[src/rtl/uart_fifo_ctl_pkg.sv]
package uart_fifo_ctl_pkg;

  localparam logic [2:0] MODE_UART = 3'd0;
  localparam logic [2:0] MODE_SIR  = 3'd1;
  localparam logic [2:0] MODE_MIR  = 3'd2;
  localparam logic [2:0] MODE_FIR  = 3'd3;
  localparam logic [2:0] MODE_CIR  = 3'd4;

  // bit positions inside the control byte
  localparam int BIT_EN    = 0;
  localparam int BIT_RXCLR = 1;
  localparam int BIT_TXCLR = 2;
  localparam int BIT_THR   = 4;

  typedef struct packed {
    logic       fifo_en;
    logic       rx_clr;
    logic       tx_clr;
    logic [1:0] thr_code;
  } fifo_ctl_t;

  function automatic logic forces_fifo(input logic [2:0] m);
    return (m == MODE_MIR) || (m == MODE_FIR) || (m == MODE_CIR);
  endfunction

endpackage

[src/rtl/uart_fifo_ctl_reg.sv]
module uart_fifo_ctl_reg
  import uart_fifo_ctl_pkg::*;
(
  input  logic       clk,
  input  logic       rst_n,
  input  logic       wr_en,
  input  logic [7:0] wr_data,
  input  logic [2:0] mode_sel,
  input  logic       ext_mode,
  output fifo_ctl_t  ctl
);

  logic       en_q;
  logic       rx_clr_q;
  logic       tx_clr_q;
  logic [1:0] thr_q;
  logic       unused_rsvd;

  assign unused_rsvd = ^{wr_data[7:6], wr_data[3]};

  always_ff @(posedge clk or negedge rst_n) begin
    if (!rst_n) begin
      en_q     <= 1'b0;
      rx_clr_q <= 1'b0;
      tx_clr_q <= 1'b0;
      thr_q    <= 2'b00;
    end else begin
      rx_clr_q <= wr_en & wr_data[BIT_RXCLR];
      tx_clr_q <= wr_en & wr_data[BIT_TXCLR];
      if (wr_en) begin
        en_q  <= wr_data[BIT_EN];
        thr_q <= wr_data[BIT_THR+1:BIT_THR];
      end
    end
  end

  always_comb begin
    ctl.fifo_en  = en_q | forces_fifo(mode_sel);
    ctl.rx_clr   = rx_clr_q;
    ctl.tx_clr   = tx_clr_q;
    ctl.thr_code = ext_mode ? thr_q : 2'b00;
  end

endmodule

[src/rtl/uart_fifo_buf.sv]
module uart_fifo_buf #(
  parameter  int DEPTH = 16,
  parameter  int WIDTH = 8,
  localparam int AW    = $clog2(DEPTH),
  localparam int LW    = AW + 1
) (
  input  logic             clk,
  input  logic             rst_n,
  input  logic             clr,
  input  logic             cap_one,
  input  logic             push_valid,
  input  logic [WIDTH-1:0] push_data,
  output logic             push_ready,
  output logic             pop_valid,
  output logic [WIDTH-1:0] pop_data,
  input  logic             pop_ready,
  output logic [LW-1:0]    level,
  output logic [LW-1:0]    level_nxt,
  output logic             push_err,
  output logic             pop_err
);

  logic [WIDTH-1:0] mem [DEPTH];
  logic [AW-1:0]    wr_ptr;
  logic [AW-1:0]    rd_ptr;
  logic [LW-1:0]    cnt;
  logic [LW-1:0]    cap;
  logic             push_fire;
  logic             pop_fire;

  assign cap        = cap_one ? LW'(1) : LW'(DEPTH);
  assign push_ready = !clr && (cnt < cap);
  assign pop_valid  = !clr && (cnt != '0);
  assign push_fire  = push_valid && push_ready;
  assign pop_fire   = pop_ready && pop_valid;
  assign pop_data   = mem[rd_ptr];
  assign level      = cnt;

  always_comb begin
    if (clr) level_nxt = '0;
    else     level_nxt = cnt + LW'(push_fire) - LW'(pop_fire);
  end

  always_ff @(posedge clk) begin
    if (push_fire) mem[wr_ptr] <= push_data;
  end

  always_ff @(posedge clk or negedge rst_n) begin
    if (!rst_n) begin
      wr_ptr <= '0;
      rd_ptr <= '0;
      cnt    <= '0;
    end else if (clr) begin
      wr_ptr <= '0;
      rd_ptr <= '0;
      cnt    <= '0;
    end else begin
      if (push_fire) wr_ptr <= wr_ptr + 1'b1;
      if (pop_fire)  rd_ptr <= rd_ptr + 1'b1;
      cnt <= level_nxt;
    end
  end

  always_ff @(posedge clk or negedge rst_n) begin
    if (!rst_n) begin
      push_err <= 1'b0;
      pop_err  <= 1'b0;
    end else if (clr) begin
      push_err <= 1'b0;
      pop_err  <= 1'b0;
    end else begin
      if (push_valid && !push_ready) push_err <= 1'b1;
      if (pop_ready && !pop_valid)   pop_err  <= 1'b1;
    end
  end

endmodule

[src/rtl/uart_fifo_tx_irq.sv]
module uart_fifo_tx_irq #(
  parameter  int DEPTH = 16,
  localparam int LW    = $clog2(DEPTH) + 1
) (
  input  logic [LW-1:0] level,
  input  logic [1:0]    thr_code,
  output logic          irq
);

  logic [LW-1:0] thr;

  generate
    if (DEPTH == 32) begin : g_deep
      always_comb begin
        case (thr_code)
          2'd0:    thr = LW'(1);
          2'd1:    thr = LW'(7);
          2'd2:    thr = LW'(17);
          default: thr = LW'(25);
        endcase
      end
    end else begin : g_shallow
      always_comb begin
        case (thr_code)
          2'd0:    thr = LW'(1);
          2'd1:    thr = LW'(3);
          2'd2:    thr = LW'(9);
          default: thr = LW'(13);
        endcase
      end
    end
  endgenerate

  assign irq = level < thr;

endmodule

[src/rtl/uart_fifo_rx_dma.sv]
module uart_fifo_rx_dma #(
  parameter  int DEPTH     = 16,
  parameter  int DMA_LEVEL = 4,
  localparam int LW        = $clog2(DEPTH) + 1
) (
  input  logic          clk,
  input  logic          rst_n,
  input  logic          clr,
  input  logic          timeout,
  input  logic [LW-1:0] level_nxt,
  output logic          req
);

  logic req_nxt;

  always_comb begin
    if (clr || level_nxt == '0)                        req_nxt = 1'b0;
    else if (level_nxt >= LW'(DMA_LEVEL) || timeout)   req_nxt = 1'b1;
    else                                               req_nxt = req;
  end

  always_ff @(posedge clk or negedge rst_n) begin
    if (!rst_n) req <= 1'b0;
    else        req <= req_nxt;
  end

endmodule

[src/rtl/uart_fifo_ctl.sv]
module uart_fifo_ctl
  import uart_fifo_ctl_pkg::*;
#(
  parameter  int DEPTH        = 16,
  parameter  int WIDTH        = 8,
  parameter  int RX_DMA_LEVEL = 4,
  localparam int LW           = $clog2(DEPTH) + 1
) (
  input  logic             clk,
  input  logic             rst_n,
  input  logic             ctl_wr_en,
  input  logic [7:0]       ctl_wr_data,
  input  logic [2:0]       mode_sel,
  input  logic             ext_mode,
  input  logic             tx_push_valid,
  input  logic [WIDTH-1:0] tx_push_data,
  output logic             tx_push_ready,
  output logic             tx_pop_valid,
  output logic [WIDTH-1:0] tx_pop_data,
  input  logic             tx_pop_ready,
  input  logic             rx_push_valid,
  input  logic [WIDTH-1:0] rx_push_data,
  output logic             rx_push_ready,
  output logic             rx_pop_valid,
  output logic [WIDTH-1:0] rx_pop_data,
  input  logic             rx_pop_ready,
  input  logic             rx_timeout,
  output logic             fifo_en,
  output logic             rx_soft_rst,
  output logic             tx_soft_rst,
  output logic             tx_irq,
  output logic             rx_dma_req,
  output logic             tx_push_err,
  output logic             tx_pop_err,
  output logic             rx_push_err,
  output logic             rx_pop_err
);

  fifo_ctl_t     ctl;
  logic [LW-1:0] tx_level;
  logic [LW-1:0] tx_level_nxt;
  logic [LW-1:0] rx_level;
  logic [LW-1:0] rx_level_nxt;

  uart_fifo_ctl_reg u_reg (
    .clk      (clk),
    .rst_n    (rst_n),
    .wr_en    (ctl_wr_en),
    .wr_data  (ctl_wr_data),
    .mode_sel (mode_sel),
    .ext_mode (ext_mode),
    .ctl      (ctl)
  );

  uart_fifo_buf #(.DEPTH(DEPTH), .WIDTH(WIDTH)) u_tx (
    .clk        (clk),
    .rst_n      (rst_n),
    .clr        (ctl.tx_clr),
    .cap_one    (!ctl.fifo_en),
    .push_valid (tx_push_valid),
    .push_data  (tx_push_data),
    .push_ready (tx_push_ready),
    .pop_valid  (tx_pop_valid),
    .pop_data   (tx_pop_data),
    .pop_ready  (tx_pop_ready),
    .level      (tx_level),
    .level_nxt  (tx_level_nxt),
    .push_err   (tx_push_err),
    .pop_err    (tx_pop_err)
  );

  uart_fifo_buf #(.DEPTH(DEPTH), .WIDTH(WIDTH)) u_rx (
    .clk        (clk),
    .rst_n      (rst_n),
    .clr        (ctl.rx_clr),
    .cap_one    (!ctl.fifo_en),
    .push_valid (rx_push_valid),
    .push_data  (rx_push_data),
    .push_ready (rx_push_ready),
    .pop_valid  (rx_pop_valid),
    .pop_data   (rx_pop_data),
    .pop_ready  (rx_pop_ready),
    .level      (rx_level),
    .level_nxt  (rx_level_nxt),
    .push_err   (rx_push_err),
    .pop_err    (rx_pop_err)
  );

  uart_fifo_tx_irq #(.DEPTH(DEPTH)) u_irq (
    .level    (tx_level),
    .thr_code (ctl.thr_code),
    .irq      (tx_irq)
  );

  uart_fifo_rx_dma #(.DEPTH(DEPTH), .DMA_LEVEL(RX_DMA_LEVEL)) u_dma (
    .clk       (clk),
    .rst_n     (rst_n),
    .clr       (ctl.rx_clr),
    .timeout   (rx_timeout),
    .level_nxt (rx_level_nxt),
    .req       (rx_dma_req)
  );

  logic unused_tx_nxt;
  assign unused_tx_nxt = ^tx_level_nxt;

  assign fifo_en     = ctl.fifo_en;
  assign rx_soft_rst = ctl.rx_clr;
  assign tx_soft_rst = ctl.tx_clr;

endmodule

[config.mk]
export PLATFORM = sky130hd
export DESIGN_NAME = uart_fifo_ctl
export DESIGN_NICKNAME = d
export VERILOG_FILES = /design/src/rtl/uart_fifo_ctl_pkg.sv /design/src/rtl/uart_fifo_ctl_reg.sv /design/src/rtl/uart_fifo_buf.sv /design/src/rtl/uart_fifo_tx_irq.sv /design/src/rtl/uart_fifo_rx_dma.sv /design/src/rtl/uart_fifo_ctl.sv
export SDC_FILE = /design/constraint.sdc
export NUM_CORES = 1
export LEC_CHECK = 0
export ABC_AREA = 1
export BUFFER_PORTS_ARGS = -buffer_cell sky130_fd_sc_hd__buf_2
export CORE_ASPECT_RATIO = 1.25
export CORE_UTILIZATION = 45
export DETAILED_ROUTE_END_ITERATION = 10
export SLEW_MARGIN = 15
export SYNTH_ARGS = -nofsm -noshare
export SYNTH_HDL_FRONTEND = slang
export SYNTH_SLANG_ARGS = --single-unit
[constraint.sdc]
create_clock -name clk -period 2.5 [get_ports clk]
set_input_delay 0.375 -clock clk [delete_from_list [all_inputs] [get_ports clk]]
set_output_delay 0.375 -clock clk [all_outputs]
set_load 0.02 [all_outputs]
==> results.tsv <==
stage	metric	value	unit
synth	yosysTopAreaCellShare	0.612	
pwr	power_frac_comb	0.404	
clock_network	ctsHtreeMaxLevel	1	
clock_network	ctsRootBufferMaster	clkbuf_16	
timing	rsz0062_at_grt	yes	
synth	yosys.area.top_type	edfxtp_1	
synth	syn_inst	1069	
global_routing	grt_max_degree	41	
timing	setup_slack	-0.0266	ns
pwr	power-per-cell-area	1120	mW/mm2
pwr	seqPwrFrac	0.349	
synth	syn_area	0.0126	mm2
critical_path	crit_path_end_kind	primary output	
clock_network	clock-sinks	292	
placed_design	routabilityCongestion	0.777	
pwr	internal_power	0.0110	W
timing	skew	0.0150	ns
cells_and_area	drive_gt1_frac	0.222	
critical_path	cp.required	2.12	ns
cells_and_area	antenna_cells	0	
timing	tightest_slew	0.867	ns
timing	final_hold_viol_count	0	
placed_design	placedInstanceArea	0.0136	mm2
critical_path	timing.rr.start	u_reg.en_q	
synth	netlist_top_cells_area	edfxtp_1, dfrtp_1, nand2_1	
global_routing	track_usage	0.198	
cells_and_area	instances_no_fill	1573	
drt	dr.pass1.iters	7	
cells_and_area	finish.utilization	0.556	
worst_hold_path	hp-class	primary input to register	
critical_path	reg2reg_depth	14	
die	start_util	0.456	
cells_and_area	nets	1270	
clock_network	insertion_delay	0.56	ns
die	die_area	0.0286	mm2
clock_network	cts_tree	yes	
synth	ys_seq_elements	292	
die	num_rows	68	
pwr	netSwitchingFraction	0.359	
die	io_pins	65	
job	cap_violations	0	
critical_path	timing.rr.end	u_dma.req	
synth	syn-mean-instance-area	11.8	um2
clock_network	cts_buffer_depth	3	
drt	post_drt_wl_per_cell	18.2	um
die	die_h	189	um
pwr	p_clk_frac	0.248	
critical_path	crit_path_end	rx_pop_data[7]	
pwr	power_leakage	5.75	nW
clock_network	numCtsBuffers	29	
clock_network	clk_pin_slew	0.07	ns
run_status	outcome	finished, violations left	
drt	route.detailed.drc	0	
synth	mappedNetlistNets	1138	
die	fp.dieW	151	um
cells_and_area	synthToLayoutAreaGrowth	22.1	%
drt	dr_total_vias	8237	
timing	fin_crit_sh	1.01	
synth	ys_types	39	
drt	antenna_left	0	
drt	drt_iter0_drc	439	
worst_hold_path	hold_depth	3	
critical_path	criticalPathCategory	register to primary output	
timing	maxSlewViolCount	0	
global_routing	grt_pass1_vias	7903	
die	core_area	0.0276	mm2
timing	setup_viol	3	
critical_path	startpoint	u_rx.rd_ptr[0]	
drt	routed_wl	28600	um
synth	yosysWarningCount	0	
pwr	p_switching	0.00615	W
critical_path	cp.arrival	2.15	ns
critical_path	cpMaxStageDelayCell	dfrtp_2	
placed_design	hpwl	17600	um
timing	slew-limit-headroom	0.422	
cells_and_area	final_area	0.0153	mm2
worst_hold_path	min_from	ctl_wr_data[5]	
critical_path	path_max_fanout	7	
timing	fmax	396	MHz
critical_path	cp-start-kind	register	
drt	via_per_inst	5.24	
pwr	peakVddDrop	0.727	mV
global_routing	grt_pass1_wl	42800	um
critical_path	cpPeakStageDelay	0.44	ns
placed_design	placement.io_buffers	61	
run_status	violations	negative setup slack	
global_routing	antenna_found_initial	0	
critical_path	path_cells	clkinvlp_4 > buf_12 > clkbuf_16 > nor2_2 > o211ai_1 > nand4_1 > nand2_1 > buf_6	
pwr	power.total	0.0171	W
synth	ys_seq_area_frac	0.684	
critical_path	reg2reg_slack	0.09	ns
global_routing	gr-total-overflow	0	
placed_design	dp.cells	1487	
timing	min_period	2.53	ns
==> power groups by stage <==
stage / Clock (W) / Sequential (W) / Combinational, W
floorplan: 0 / 0.00600 / 0.00372
detailed placement: 0 / 0.00604 / 0.00537
global placement: 0 / 0.00603 / 0.00531
finish: 0.00424 / 0.00597 / 0.00691
global route: 0.00449 / 0.00602 / 0.00761
CTS: 0.00431 / 0.00595 / 0.00605
==> worst min path at each step <==
stage	endpoint	slack (ns)
after detailed placement	u_tx.pop_err	0.48
after CTS	u_reg.thr_q[0]	0.03
after global routing	u_reg.en_q	0.05
after floorplan	u_dma.req	0.08
final	u_reg.thr_q[1]	0.05
after global placement	u_rx.pop_err	0.47
==> logic make-up after synthesis <==
family,after synthesis,share of synthesized area
and+or+nand+nor,448,0.158
AOI/OAI and AO/OA,146,0.0680
xor gates and xnor gates,7,0.00488
buffers and inverters,141,0.0493
muxes,2,0.00179
DFF,292,0.684
adders and majority gates,33,0.0341
==> synth_stat cells, drive strengths merged <==
| cell type | number |
|---|---|
| clkbuf | 12 |
| and3 | 1 |
| inv | 87 |
| o21ai | 74 |
| xor2 | 4 |
| nand4 | 36 |
| nand2 | 201 |
| a211oi | 1 |
| o21a | 2 |
| ha | 31 |
| o2111ai | 1 |
| o22ai | 3 |
| a21boi | 2 |
| a31oi | 2 |
| nor3 | 32 |
| mux2 | 2 |
| nand3 | 90 |
| edfxtp | 256 |
| buf | 39 |
| clkinv | 3 |
| nor2 | 87 |
| o211ai | 32 |
| a21oi | 28 |
| o21bai | 1 |
| dfrtp | 36 |
| fa | 2 |
| nand3b | 1 |
| xnor2 | 3 |
==> cells in the final DEF, fill, tap and decap left out, drive strengths merged, types with 3 or more instances in the layout <==
| cell type | n |
|---|---|
| edfxtp | 256 |
| a21oi | 28 |
| nor3 | 32 |
| buf | 145 |
| nand3 | 90 |
| dfrtp | 36 |
| o21ai | 74 |
| clkbuf | 36 |
| clkinvlp | 6 |
| clkinv | 18 |
| ha | 31 |
| xnor2 | 3 |
| nand4 | 36 |
| o211ai | 32 |
| nand2 | 201 |
| bufinv | 3 |
| nor2 | 87 |
| dlygate4sd3 | 3 |
| o22ai | 3 |
| xor2 | 4 |
| inv | 84 |
==> worst max-delay path, delay by kind of cell, from the launching register on <==
kind	cells	cell delay [ns]
AOI/OAI and AO/OA	1	0.31
buffers and inverters	4	0.50
DFF	1	0.44
and+or+nand+nor	3	0.34
==> timing repair <==
action | CTS | global route
buffers inserted | 13 | 7
setup endpoints to repair | 19 | 22
resized for setup | 32 | 100
hold buffers | 3 | 0
pin swaps | 11 | 66
hold endpoints to repair | 38 | 0
cloned | 4 | 6
==> layer usage <==
layer,part of all wire,GRT usage,vias up
li1,-,-,4052
met1,0.41,0.251,3952
met2,0.52,0.350,196
met3,0.042,0.0259,37
met4,0.022,0.0546,0
met5,0,0,-
==> final cells by class <==
type	count	area (um2)
Fill cell	2329	12200
Timing Repair Buffer	151	1410
Tap cell	350	438
Multi-Input combinational cell	636	3590
Sequential cell	292	8590
Clock buffer	33	741
Inverter	90	373
Clock inverter	20	186
Timing Repair inverter	1	5.00
==> through the flow <==
| stage | setup TNS [ns] | hold slack, ns | worst slack [ns] |
|---|---|---|---|
| global route | -1.13 | 0.0451 | -0.103 |
| CTS | -0.0200 | 0.0334 | -0.00951 |
| floorplan | -0.0334 | 0.0794 | -0.0334 |
| finish | -0.0727 | 0.0516 | -0.0266 |
| global placement | -0.202 | 0.472 | -0.125 |
| detailed placement | -0.265 | 0.476 | -0.145 |
==> flip-flops by register name, summed over array words and instances, names as in the netlist, 2 cells and up <==
register     flops
u_reg.thr_q      2
u_tx.level       5
u_rx.mem       128
u_rx.level       5
u_tx.mem       128
u_tx.rd_ptr      4
u_tx.wr_ptr      4
u_rx.rd_ptr      4
u_rx.wr_ptr      4
Note: power is estimated with default switching activity, not from simulation.
